### config.mk
export PLATFORM = sky130hd
export DESIGN_NAME = uart_hwflow_ctrl
export DESIGN_NICKNAME = d
export VERILOG_FILES = /design/src/rtl/hwflow_pkg.sv /design/src/rtl/hwflow_cts_sync.sv /design/src/rtl/hwflow_tx_gate.sv /design/src/rtl/hwflow_rts_hyst.sv /design/src/rtl/uart_hwflow_ctrl.sv
export SDC_FILE = /design/constraint.sdc
export NUM_CORES = 1
export LEC_CHECK = 0
export BUFFER_PORTS_ARGS = -buffer_cell sky130_fd_sc_hd__buf_2
export CORE_AREA = 3 3 43 45
export DETAILED_ROUTE_END_ITERATION = 12
export DIE_AREA = 0 0 46 48
export PLACE_DENSITY = 0.73
export SETUP_SLACK_MARGIN = 0.1
export SLEW_MARGIN = 10
export SYNTH_ARGS = -nofsm -noshare
export SYNTH_HDL_FRONTEND = slang
export SYNTH_SLANG_ARGS = --single-unit
### constraint.sdc
create_clock -name clk -period 2.1 [get_ports clk]
set_input_delay 0.21 -clock clk [delete_from_list [all_inputs] [get_ports clk]]
set_output_delay 0.21 -clock clk [all_outputs]
set_load 0.005 [all_outputs]
### src/rtl/hwflow_pkg.sv
package hwflow_pkg;

    localparam int unsigned THR_BITS    = 8;
    localparam int unsigned LEVEL_BITS  = THR_BITS + 1;
    localparam int unsigned SYNC_DEPTH  = 2;

    // Receive-side line state: OPEN keeps RTS# low, FULL drives it high
    typedef enum logic {
        RX_OPEN = 1'b0,
        RX_FULL = 1'b1
    } rx_gate_e;

    typedef struct packed {
        logic above;
        logic below;
    } lvl_cmp_t;

    // Hysteresis step: the upper condition wins when both hold
    function automatic rx_gate_e hyst_step(rx_gate_e cur, lvl_cmp_t c);
        if (c.above)
            return RX_FULL;
        else if (c.below)
            return RX_OPEN;
        else
            return cur;
    endfunction

    // Transmit permit step: drop only at a character boundary
    function automatic logic permit_step(logic halt, logic permit, logic busy,
                                         logic start, logic done);
        if (!halt)
            return 1'b1;
        else
            return permit & (busy | start) & ~done;
    endfunction

endpackage

### src/rtl/hwflow_cts_sync.sv
module hwflow_cts_sync #(
    parameter int unsigned STAGES = hwflow_pkg::SYNC_DEPTH
) (
    input  logic clk,
    input  logic rst,
    input  logic pin_n,
    output logic pin_n_s
);

    logic [STAGES-1:0] chain_q;

    generate
        for (genvar g = 0; g < STAGES; g++) begin : g_stage
            if (g == 0) begin : g_first
                always_ff @(posedge clk) begin
                    if (rst) chain_q[0] <= 1'b0;
                    else     chain_q[0] <= pin_n;
                end
            end else begin : g_next
                always_ff @(posedge clk) begin
                    if (rst) chain_q[g] <= 1'b0;
                    else     chain_q[g] <= chain_q[g-1];
                end
            end
        end
    endgenerate

    assign pin_n_s = chain_q[STAGES-1];

endmodule

### src/rtl/hwflow_tx_gate.sv
module hwflow_tx_gate (
    input  logic clk,
    input  logic rst,
    input  logic halt_req,
    input  logic tx_start,
    input  logic char_done,
    output logic tx_permit
);
    import hwflow_pkg::*;

    logic permit_q, busy_q;
    logic permit_d, busy_d, start_ok;

    assign start_ok = tx_start & permit_q;

    always_comb begin
        if (start_ok)       busy_d = 1'b1;
        else if (char_done) busy_d = 1'b0;
        else                busy_d = busy_q;
        permit_d = permit_step(halt_req, permit_q, busy_q, start_ok, char_done);
    end

    always_ff @(posedge clk) begin
        if (rst) begin
            permit_q <= 1'b1;
            busy_q   <= 1'b0;
        end else begin
            permit_q <= permit_d;
            busy_q   <= busy_d;
        end
    end

    assign tx_permit = permit_q;

    // without a halt request the permit is restored on the next edge
    a_r3_resume: assert property (@(posedge clk) disable iff (rst)
        !halt_req |=> tx_permit);

    // the permit never falls unless a halt was requested
    a_r3_fall_cause: assert property (@(posedge clk) disable iff (rst)
        $fell(permit_q) |-> $past(halt_req));

    // a character in flight keeps the permit up until it is done
    a_r4_boundary: assert property (@(posedge clk) disable iff (rst)
        (busy_q && permit_q && !char_done) |=> tx_permit);

    // a fall happens only at a boundary (done strobe or idle)
    a_r4_fall_at_edge: assert property (@(posedge clk) disable iff (rst)
        $fell(permit_q) |-> ($past(char_done) || !$past(busy_q)));

endmodule

### src/rtl/hwflow_rts_hyst.sv
module hwflow_rts_hyst #(
    parameter int unsigned THR_W = hwflow_pkg::THR_BITS,
    parameter int unsigned LVL_W = THR_W + 1
) (
    input  logic             clk,
    input  logic             rst,
    input  logic             rts_en,
    input  logic             sw_rts_req,
    input  logic [LVL_W-1:0] rx_level,
    input  logic [THR_W-1:0] thr_high,
    input  logic [THR_W-1:0] thr_low,
    output logic             rts_n
);
    import hwflow_pkg::*;

    logic [LVL_W-1:0] high_ext, low_ext;
    lvl_cmp_t         cmp;
    rx_gate_e         state_q, state_d;
    logic             rts_n_q;

    assign high_ext = LVL_W'(thr_high);
    assign low_ext  = LVL_W'(thr_low);

    always_comb begin
        cmp.above = (rx_level > high_ext);
        cmp.below = (rx_level < low_ext);
        state_d   = hyst_step(state_q, cmp);
    end

    always_ff @(posedge clk) begin
        if (rst) begin
            state_q <= RX_OPEN;
            rts_n_q <= 1'b1;
        end else begin
            state_q <= state_d;
            rts_n_q <= rts_en ? logic'(state_d) : ~sw_rts_req;
        end
    end

    assign rts_n = rts_n_q;

    // above the upper threshold always means full
    a_r5_full: assert property (@(posedge clk) disable iff (rst)
        cmp.above |=> (state_q == RX_FULL));

    // automatic mode drives the pin high when above the upper threshold
    a_r5_pin: assert property (@(posedge clk) disable iff (rst)
        (rts_en && cmp.above) |=> rts_n);

    // below the lower threshold (and not above the upper) reopens
    a_r6_open: assert property (@(posedge clk) disable iff (rst)
        (!cmp.above && cmp.below) |=> (state_q == RX_OPEN));

    // inside the band the state is held
    a_r7_hold: assert property (@(posedge clk) disable iff (rst)
        (!cmp.above && !cmp.below) |=> $stable(state_q));

endmodule

### src/rtl/uart_hwflow_ctrl.sv
module uart_hwflow_ctrl #(
    parameter int unsigned THR_W       = hwflow_pkg::THR_BITS,
    parameter int unsigned LVL_W       = THR_W + 1,
    parameter int unsigned SYNC_STAGES = hwflow_pkg::SYNC_DEPTH
) (
    input  logic             clk,
    input  logic             rst,
    input  logic             cts_en,
    input  logic             rts_en,
    input  logic             cts_n,
    input  logic [LVL_W-1:0] rx_level,
    input  logic [THR_W-1:0] thr_high,
    input  logic [THR_W-1:0] thr_low,
    input  logic             sw_rts_req,
    input  logic             tx_start,
    input  logic             char_done,
    output logic             tx_permit,
    output logic             rts_n
);

    logic cts_n_s;
    logic halt_req;

    hwflow_cts_sync #(.STAGES(SYNC_STAGES)) u_sync (
        .clk     (clk),
        .rst     (rst),
        .pin_n   (cts_n),
        .pin_n_s (cts_n_s)
    );

    assign halt_req = cts_en & cts_n_s;

    hwflow_tx_gate u_gate (
        .clk       (clk),
        .rst       (rst),
        .halt_req  (halt_req),
        .tx_start  (tx_start),
        .char_done (char_done),
        .tx_permit (tx_permit)
    );

    hwflow_rts_hyst #(.THR_W(THR_W), .LVL_W(LVL_W)) u_rts (
        .clk        (clk),
        .rst        (rst),
        .rts_en     (rts_en),
        .sw_rts_req (sw_rts_req),
        .rx_level   (rx_level),
        .thr_high   (thr_high),
        .thr_low    (thr_low),
        .rts_n      (rts_n)
    );

    // outputs leave reset in the released state
    a_r1_reset: assert property (@(posedge clk)
        rst |=> (tx_permit && rts_n));

    // with automatic CTS off the permit is always granted
    a_r2_cts_off: assert property (@(posedge clk) disable iff (rst)
        !cts_en |=> tx_permit);

    // with automatic RTS off the pin mirrors the software request
    a_r9_manual: assert property (@(posedge clk) disable iff (rst)
        !rts_en |=> (rts_n == ~$past(sw_rts_req)));

endmodule

# Word-level counts from Yosys, hierarchy flattened
# Index checks and enable logic that the tools add are counted.
# classes
magnitude_cmp,2
muxes,5
n_bitwise,8
n_reduce_logical,2
# ops
operator,count
$gt 9x8->1,1
$lt 9x8->1,1
$mux 1,5
$and 1x1->1,4
$not 1->1,3
$reduce_bool 2->1,1
$reduce_or 2->1,1
$or 1x1->1,1
# word_totals
reg_bits,6
input_bits,33
output_inout_bits,2
word_cells,23

# Logic depth before layout (Yosys ltp)
# Gate-level depths: netlist of run 1.
# depth
word_depth,4
mapped_depth,7
ltp_nobuf,7

# By module
# Synthesis of run 1 repeated with hierarchy kept, for this count alone.
# hier_totals
cells_unflattened,76
area_unflattened_um2,598.1
# modules_own_cells
mod,instances,cells_each,area_per_inst_um2,seq_area_each_um2
hwflow_rts_hyst,1,62,464.2,40.0
hwflow_tx_gate,1,9,75.1,40.0
hwflow_cts_sync,1,4,52.6,40.0
uart_hwflow_ctrl,1,1,6.3,0.0

# Worst setup path before layout of run 1
# Ideal clock, no wire load.
# synth_timing
kind,input to register
start,input thr_high[2]
end,register u_rts.rts_n_q (netlist: u_rts.rts_n)
setup_time_ps,120
t_arrival_ps,1476
t_required_ps,1980
path_slack_ps,505
cell_stages,7
path_buffers,0
path_cell_list,inv_1 ha_1 a211oi_2 o221ai_2 a2111oi_4 o22ai_1 o31a_1
# synth_via
elab_chain_cells,3
# synth_lines
item,line_no,text
start: declaration,uart_hwflow_ctrl.sv:12,"input logic [THR_W-1:0] thr_high,"
$gt 9x8->1,hwflow_rts_hyst.sv:25,cmp.above = (rx_level > high_ext);
$mux 1,hwflow_pkg.sv:20,if (c.above)
$mux 1,hwflow_rts_hyst.sv:36,rts_n_q <= rts_en ? logic'(state_d) : ~sw_rts_req;
end signal: assignment,hwflow_rts_hyst.sv:36,
end: declaration,hwflow_rts_hyst.sv:19,logic rts_n_q;
# Every way passes these cells.
# A chain may end at the register's enable or synchronous reset.

# Final worst setup path of run 1
# layout_timing
start,input rx_level[2]
end,register u_rts.rts_n_q (netlist: u_rts.rts_n)
# layout_via
elab_chain_cells,4
elab_cells_between_ends,5
classes_between,order compare: 2; mux: 3
# layout_lines
item,line_no,text
start: declaration,uart_hwflow_ctrl.sv:11,"input logic [LVL_W-1:0] rx_level,"
$lt 9x8->1,hwflow_rts_hyst.sv:26,cmp.below = (rx_level < low_ext);
$mux 1,hwflow_pkg.sv:22,else if (c.below)
$mux 1 *,hwflow_pkg.sv:20,
$mux 1 *,hwflow_rts_hyst.sv:36,
# Mark *: on every way between the ends. The rest lies on a longest branch, timed or not.

==> flow_metrics.tcl, run 1 <==
set metrics [dict create \
    cts_hold_repair.buffers 0 \
    unrepaired_setup_endpoints_after_global_routing "no" \
    num_vias 619 \
    numClockSinks 6 \
    yosysWarnings 0 \
    period_minus_slack_ns 1.50 \
    avg_synthesized_cell_area_um2 8.43 \
    layout-drive-gt1-share_pct 37.3 \
    die_h_um 48 \
    leading_cell_types_in_the_layout_fill_and_taps_excluded "buf_2, inv_1, ha_1" \
    drc_viols 0 \
    critical_path.max_fanout 2 \
    dieArea_um2 2210 \
    power_frac_seq_pct 36.3 \
    total_switching_power_uw 92.2 \
    num_rows 14 \
    cts_max_level 1 \
    post_cts.repair.setup_buffers 0 \
    design.final.nets 160 \
    gp_routability_congestion 0.762 \
    synth_nets 121 \
    rr_endpoint "u_rts.rts_n$_SDFF_PP1_" \
    cts-root-to-sink-buffers 2 \
    max-cap-violations 0 \
    nFillCells 154 \
    worst_ep_arrival_time_ns 1.63 \
    comb_power_share_pct 33.9 \
    min-delay-path-class "in2reg" \
    number_of_synthesized_register_bits 6 \
    kind_of_critical_path "in2reg" \
    number_of_search_and_repair_iterations_in_the_first_detailed_routing_pass 3 \
    floorplan.die.width_um 46 \
    area.growth.synth_to_final_pct 34.6 \
    place_hpwl_um 1110 \
    intPower_uw 247 \
    unique_cell_type_count_in_the_yosys_netlist 22 \
    post_drt_wl_per_cell_um 9.77 \
    ys_seq_area_share_pct 19.5 \
    ctsResizeCount 0 \
    io_pins 35 \
    layout_commonest_cell "buf_2" \
    first_global_vias 597 \
    cts-buffers-inserted 3 \
    crit_required_ns 2.23 \
    launch_instance_of_the_worst_register_to_register_path "u_rts.state_q$_SDFF_PP0_" \
    drt.antenna.violating_nets 0 \
    timing.clock.skew_ns 0.00191 \
    hold_ws_ns 0.184 \
    syn-instance-count 73 \
    power_frac_clock_pct 29.9 \
    port-buffer-count 34 \
    synth_area_um2 616 \
    initial_core_util_pct 40.9 \
    clk_pin_slew_worst_paths_ns 0.04 \
    post_route_wl_um 1230 \
    critical_path_end_type "flip-flop" \
    timing.critical_path.from "rx_level[2]" \
    clock_latency_ns 0.24 \
    drt-initial-drc-count 5 \
    setup-tns-final_ns 0 \
    power-per-cell-area_nw_per_um2 409 \
    initial_antenna_violation_count 0 \
    placeableCoreArea_um2 1510 \
    timing.final.max_slew_violations 0 \
    vdd_drop_max_mv 0.344 \
    viasPerCell 4.91 \
    crit_end "u_rts.rts_n$_SDFF_PP1_" \
    maxSlewHeadroom_pct 84.3 \
    grt_overflow 0 \
    worstSetupStartpointType "input port" \
    rrSetupSlack_ns 1.33 \
    status "completed" \
    n_antenna_cell 0 \
    pin_count_of_the_biggest_net_entering_global_routing 8 \
    timing.fmax_mhz 666 \
    worst-slew-pin-transition_ns 0.234 \
    tritoncts "built" \
    globalRouteTotalUtil_pct 12.9 \
    final_setup_violating_endpoints 0 \
    r2r.worst_path.cells 3 \
    grt_pass1_wl_um 2140 \
    timing.final.hold_violations 0 \
    leakage_nw 0.470 \
    fin_crit_sh_pct 71.5 \
    root_buffer_cell "clkbuf_4" \
    sw_frac_of_total_pct 27.2 \
]
cell families (layout without fill, tap and decap cells):
group	Yosys count	after routing	share of synthesized area (%)
DFF	6	6	19.5
adders and majority gates	15	15	30.5
buffers and inverters	20	57	12.2
AOI/OAI and AO/OA	14	14	20.3
and+or+nand+nor	18	18	17.5
per-layer routing:
layer  GRT usage [%]  routed length [µm]  vias to the layer above
met5               0                   0                        -
met4            1.70                   0                        0
met3            3.38                 119                        0
met2            23.9                 566                       25
met1            15.0                 544                      266
li1                -                   -                      328
stage by stage:
stage	instances	setup slack (ns)	total power, mW	cell area [µm²]	utilization (%)
final	126	0.598	0.339	828	55.0
after global routing	126	0.466	0.370	828	55.0
after CTS	126	0.587	0.346	828	55.0
after detailed placement	123	0.325	0.241	806	53.5
after global placement	123	0.367	0.237	806	53.5
after floorplan	73	0.505	0.193	616	-
critical path: stages:
cell and delay [ns]:
buf_2 0.11, ha_1 0.31, a211oi_2 0.21, o221ai_2 0.15, a2111oi_4 0.29, o22ai_1 0.12
o31a_1 0.24
synth_stat cells:
master	count	share of area (%)
inv_1	20	12
ha_1	15	30
dfxtp_1	6	20
nor2b_1	5	5.1
a21oi_1	3	2.4
nand2_1	3	1.8
nor2_1	3	1.8
a211oi_1	2	2.4
nand3_1	2	1.6
o21ai_0	2	1.6
a2111oi_4	1	4.5
a211oi_2	1	2.0
a22oi_1	1	1.2
and4b_4	1	2.2
nand3b_1	1	1.2
nand4_1	1	1.0
nand4b_1	1	1.4
nor3b_1	1	1.2
o211ai_1	1	1.2
o221ai_2	1	2.4
o22ai_1	1	1.0
o31a_1	1	1.4
state kept, by name, summed over array words and instances (netlist names):
| name | cells |
|---|---|
| u_gate.busy_q | 1 |
| u_gate.tx_permit | 1 |
| u_rts.state_q | 1 |
| u_sync.chain_q | 1 |
| u_rts.rts_n | 1 |
| u_sync.pin_n_s | 1 |
cell type report:
cell class                      count  area (µm²)  area share, %
Timing Repair Buffer               34         170           20.5
Sequential cell                     6         120           14.5
Tap cell                           16        20.0           2.42
Multi-Input combinational cell     47         420           50.8
Inverter                           20        75.1           9.06
Clock buffer                        3        22.5           2.72
power by group through the flow:
stage                     Combinational, mW  Clock (mW)  Sequential [mW]
after global placement                0.113           0            0.125
after detailed placement              0.116           0            0.125
final                                 0.115       0.101            0.123
after floorplan                      0.0687           0            0.125
after global routing                  0.136       0.111            0.123
after CTS                             0.117       0.106            0.123
worst min-delay path by stage:
stage,from,to,slack [ns],cells after the start
4_1_cts,cts_en,u_gate.tx_permit$_SDFF_PP1_,0.18,2
5_1_grt,cts_en,u_gate.tx_permit$_SDFF_PP1_,0.18,2
6_report,cts_en,u_gate.tx_permit$_SDFF_PP1_,0.18,2
3_5_place_dp,u_sync.pin_n_s$_SDFF_PP0_,u_gate.tx_permit$_SDFF_PP1_,0.39,1
3_3_place_gp,u_sync.pin_n_s$_SDFF_PP0_,u_gate.tx_permit$_SDFF_PP1_,0.37,1
2_1_floorplan,rst,u_rts.state_q$_SDFF_PP0_,0.28,1
No activity file was read; power rests on OpenSTA's default activity.
==> inputs of run 2 (changes only) <==
Clock period 2.1 ns to 1.5 ns, I/O delays scaled along.
==> run 2 against run 1 <==
  * Non-clock buffer count up 7
  * Routed wire length up 15%
  * Design area up 9.7%
  * Sequential cell count unchanged
  * Final cell count increased by 5.6%
  * Sequential share of layout area is 1.3 points lower
  * Critical path type unchanged
  * Largest power group is now combinational logic
==> flow_metrics.tcl, run 2 (synthesis results as in run 1) <==
set metrics [dict create \
    placeableCoreArea_um2 1510 \
    max-cap-violations 0 \
    intPower_uw 364 \
    grt_pass1_wl_um 2350 \
    grt_overflow 0 \
    hold_start "cts_en" \
    numClockSinks 6 \
    vdd_drop_max_mv 0.325 \
    drt.antenna.violating_nets 0 \
    critical_path.max_fanout 2 \
    timing.fmax_mhz 711 \
    comb_power_share_pct 37.2 \
    unrepaired_setup_endpoints_after_global_routing "yes" \
    clk_pin_slew_worst_paths_ns 0.05 \
    area.growth.synth_to_final_pct 47.6 \
    timing.critical_path.from "rx_level[2]" \
    post_drt_wl_per_cell_um 10.6 \
    total_switching_power_uw 149 \
    setup-tns-final_ns 0 \
    dieArea_um2 2210 \
    port-buffer-count 34 \
    power_frac_clock_pct 29.3 \
    number_of_search_and_repair_iterations_in_the_first_detailed_routing_pass 4 \
    hold_ws_ns 0.110 \
    drc_viols 0 \
    design.final.nets 167 \
    timing.final.hold_violations 0 \
    post_cts.repair.setup_buffers 0 \
    status "completed" \
    min-delay-path-class "in2reg" \
    placement.cell_area_um2 871 \
    io_pins 35 \
    worst-slew-pin-transition_ns 0.258 \
    finalWorstSetupSlack_ns 0.0934 \
    stdcell_count 133 \
    drt-initial-drc-count 4 \
    num_vias 646 \
    power_frac_seq_pct 33.4 \
    maxSlewHeadroom_pct 82.8 \
    floorplan.die.width_um 46 \
    cts_hold_repair.buffers 0 \
    cts_max_level 1 \
    launch_instance_of_the_worst_register_to_register_path "u_rts.state_q$_SDFF_PP0_" \
    power-per-cell-area_nw_per_um2 565 \
    initial_core_util_pct 40.9 \
    critical_path_end_type "flip-flop" \
    kind_of_critical_path "in2reg" \
    post_route_wl_um 1420 \
    sw_frac_of_total_pct 29.0 \
    final_setup_violating_endpoints 0 \
    timing.final.max_slew_violations 0 \
    layout-drive-gt1-share_pct 45.3 \
    worst_ep_arrival_time_ns 1.54 \
    fin_area_um2 908 \
    worstSetupStartpointType "input port" \
    globalRouteTotalUtil_pct 14.7 \
    dp_worst_setup_slack_ns -0.209 \
    root_buffer_cell "clkbuf_4" \
    period_minus_slack_ns 1.41 \
    die_h_um 48 \
    initial_antenna_violation_count 0 \
    viasPerCell 4.86 \
    crit_required_ns 1.63 \
    n_antenna_cell 0 \
    clock_latency_ns 0.24 \
    fin_crit_sh_pct 93.8 \
    cell_count_after_placement 130 \
    gp_routability_congestion 0.651 \
    timing.clock.skew_ns 0.000915 \
    layout_commonest_cell "buf_2" \
    leading_cell_types_in_the_layout_fill_and_taps_excluded "buf_2, inv_1, ha_1" \
    first_global_vias 625 \
    leakage_nw 0.509 \
    place_hpwl_um 1250 \
    cts-root-to-sink-buffers 2 \
    num_rows 14 \
    tritoncts "built" \
    pin_count_of_the_biggest_net_entering_global_routing 8 \
    cts-buffers-inserted 3 \
]
## run 2: final cells by class
type                    count  area (µm²)
fillers                   147         598
multi-input cells          47         448
repair buffers             41         223
flip-flops and latches      6         120
well taps                  16        20.0
inverters                  20        75.1
clock buffers               3        22.5
## run 2: worst paths after layout
kind | to | slack [ns] | depth (start not counted)
max reg2reg | u_rts.rts_n$_SDFF_PP1_ | 0.71 | 3
max | u_rts.rts_n$_SDFF_PP1_ | 0.09 | 7
min | u_gate.tx_permit$_SDFF_PP1_ | 0.11 | 2
min reg2reg | u_gate.tx_permit$_SDFF_PP1_ | 0.39 | 1
## run 2: critical path: stages
cell and delay [ns]:
buf_2 0.12, ha_4 0.24, a211oi_2 0.21, o221ai_2 0.16, a2111oi_4 0.31, o22ai_2 0.10
o31a_1 0.24
## run 2: per-layer routing
metal,track usage [%],share of wire (%),up-vias
met1,16.3,38,279
met3,4.51,8.5,0
met5,0,0,-
met2,28.0,54,26
li1,-,-,341
met4,1.70,0,0
## run 2: timing repair
| action | in CTS | in global routing |
|---|---|---|
| pin swaps | 3 | 2 |
| resized for setup | 0 | 4 |
| gates cloned | 0 | 0 |
| endpoints found under the setup margin | 1 | 2 |
## run 2: power groups by stage
stage	Sequential, mW	Combinational [mW]	Clock, mW
final	0.171	0.191	0.150
after floorplan	0.174	0.0997	0
after global placement	0.174	0.175	0
after detailed placement	0.175	0.185	0
after global routing	0.172	0.223	0.166
after CTS	0.172	0.187	0.156
## run 2: stage by stage
| stage | utilization, % | power, mW |
|---|---|---|
| floorplan | - | 0.274 |
| global placement | 57.8 | 0.350 |
| detailed placement | 57.8 | 0.360 |
| CTS | 59.3 | 0.514 |
| global route | 60.3 | 0.561 |
| finish | 60.3 | 0.513 |
==> inputs of run 3 (changes only) <==
Settings changed: CORE_AREA 3 3 43 45 to 2 2 42 44, DIE_AREA 0 0 46 48 to 0 0 44 46.
==> run 3 against run 2 <==
  * Non-clock buffer count is the same
  * Critical path depth stayed put
  * Utilization shrank 3.7 points
  * Final cell count is 0.75% higher
  * Sequential power about the same
  * Sequential share of layout area is 0.072 points lower
  * Design area is 0.55% higher
  * Global-route usage shrank 0.37 points
  * Register-to-register slack better by 0.02 ns
  * Critical endpoint unchanged
==> flow_metrics.tcl, run 3 (synthesis results as in run 1) <==
set metrics [dict create \
    area.growth.synth_to_final_pct 48.4 \
    kind_of_critical_path "in2reg" \
    nFillCells 164 \
    status "completed" \
    tritoncts "built" \
    globalRouteTotalUtil_pct 14.3 \
    post_route_wl_um 1310 \
    critical_path.max_fanout 2 \
    finalWorstSetupSlack_ns 0.107 \
    post_drt_wl_per_cell_um 9.78 \
    worst-slew-pin-transition_ns 0.260 \
    drc_viols 0 \
    design.final.nets 167 \
    n_antenna_cell 0 \
    gp_routability_congestion 0.662 \
    crit_required_ns 1.63 \
    initial_antenna_violation_count 0 \
    grt_pass1_wl_um 2130 \
    dp_worst_setup_slack_ns -0.176 \
    drt.antenna.violating_nets 0 \
    vdd_drop_max_mv 0.266 \
    leading_cell_types_in_the_layout_fill_and_taps_excluded "buf_2, inv_1, ha_1" \
    min-delay-path-class "in2reg" \
    viasPerCell 4.80 \
    root_buffer_cell "clkbuf_4" \
    placement.cell_area_um2 872 \
    initial_core_util_pct 38.1 \
    fin_area_um2 913 \
    io_pins 35 \
    layout-drive-gt1-share_pct 46.2 \
    dieArea_um2 2020 \
    unrepaired_setup_endpoints_after_global_routing "yes" \
    timing.final.max_slew_violations 0 \
    cts-buffers-inserted 3 \
    layout_commonest_cell "buf_2" \
    power-per-cell-area_nw_per_um2 563 \
    timing.final.hold_violations 0 \
    cts_hold_repair.buffers 0 \
    intPower_uw 365 \
    comb_power_share_pct 37.0 \
    buffers_inverters_on_critical_path 1 \
    timing.critical_path.cells "buf_2 -> ha_4 -> a211oi_2 -> o221ai_2 -> a2111oi_4 -> o22ai_2 -> o31a_1" \
    place_hpwl_um 1130 \
    period_minus_slack_ns 1.39 \
    power_frac_seq_pct 33.4 \
    num_rows 15 \
    worstSetupStartpointType "input port" \
    cts-root-to-sink-buffers 2 \
    timing.clock.skew_ns 0.00109 \
    critical-path-max-stage-delay_ns 0.31 \
    sw_frac_of_total_pct 29.1 \
    maxSlewHeadroom_pct 82.7 \
    cell_count_after_placement 131 \
    total_switching_power_uw 150 \
    numClockSinks 6 \
    timing.fmax_mhz 718 \
    critical_path.slowest_cell "a2111oi_4" \
    floorplan.die.width_um 44 \
    clk_pin_slew_worst_paths_ns 0.05 \
    fin_crit_sh_pct 92.9 \
    leakage_nw 0.510 \
    clock_latency_ns 0.25 \
    post_cts.repair.setup_buffers 0 \
    drt-initial-drc-count 4 \
    num_vias 643 \
    max-cap-violations 0 \
    grt_overflow 0 \
    die_h_um 46 \
    layout.core_utilization_pct 56.6 \
    power_frac_clock_pct 29.6 \
    first_global_vias 594 \
    port-buffer-count 34 \
    final_setup_violating_endpoints 0 \
    placeableCoreArea_um2 1610 \
    cts_max_level 1 \
    stdcell_count 134 \
    number_of_search_and_repair_iterations_in_the_first_detailed_routing_pass 5 \
    pin_count_of_the_biggest_net_entering_global_routing 8 \
    critical_path_end_type "flip-flop" \
    worst_ep_arrival_time_ns 1.53 \
    cpLargestDelayFamily "compound AO/OA/AOI/OAI gates" \
]
[run 3: area by class of cell]
type / instances / area, µm² / share of cell area [%]
clock buffer: 3 / 22.5 / 2.47
inverter: 20 / 75.1 / 8.22
multi-input combinational: 47 / 452 / 49.5
sequential: 6 / 120 / 13.2
tap: 17 / 21.3 / 2.33
timing repair buffer: 41 / 223 / 24.4
[run 3: final timing paths]
check | cells past startpoint | slack, ns | end | start
worst max-delay path | 7 | 0.11 | u_rts.rts_n$_SDFF_PP1_ | rx_level[2]
worst min-delay path | 2 | 0.11 | u_gate.tx_permit$_SDFF_PP1_ | cts_en
worst max register to register | 3 | 0.73 | u_rts.rts_n$_SDFF_PP1_ | u_rts.state_q$_SDFF_PP0_
worst min register to register | 1 | 0.39 | u_gate.tx_permit$_SDFF_PP1_ | u_sync.pin_n_s$_SDFF_PP0_
[run 3: metrics by stage]
step                      hold slack [ns]  setup TNS, ns  power, mW
after floorplan                     0.222              0      0.274
after global placement              0.352         -0.183      0.349
after detailed placement            0.362         -0.248      0.357
final                               0.109              0      0.515
after CTS                           0.105              0      0.516
after global routing                0.130              0      0.559
[run 3: what timing repair did]
item,4_1_cts,5_1_grt
gates cloned,0,0
endpoints found under the setup margin,1,2
resized for setup,0,5
pin swaps,1,2
endpoints found under the hold margin,0,0
[run 3: per-layer routing]
metal  share of wire, %  GRT usage (%)
met1                 39           13.9
met2                 55           29.4
met3                6.1           1.19
met4                  0           7.27
met5                  0              0
[run 3: power groups by stage]
stage / Clock (mW) / Combinational, mW / Sequential, mW
after detailed placement: 0 / 0.183 / 0.175
after CTS: 0.160 / 0.184 / 0.172
after floorplan: 0 / 0.0997 / 0.174
after global routing: 0.167 / 0.219 / 0.173
final: 0.152 / 0.191 / 0.172
after global placement: 0 / 0.175 / 0.175
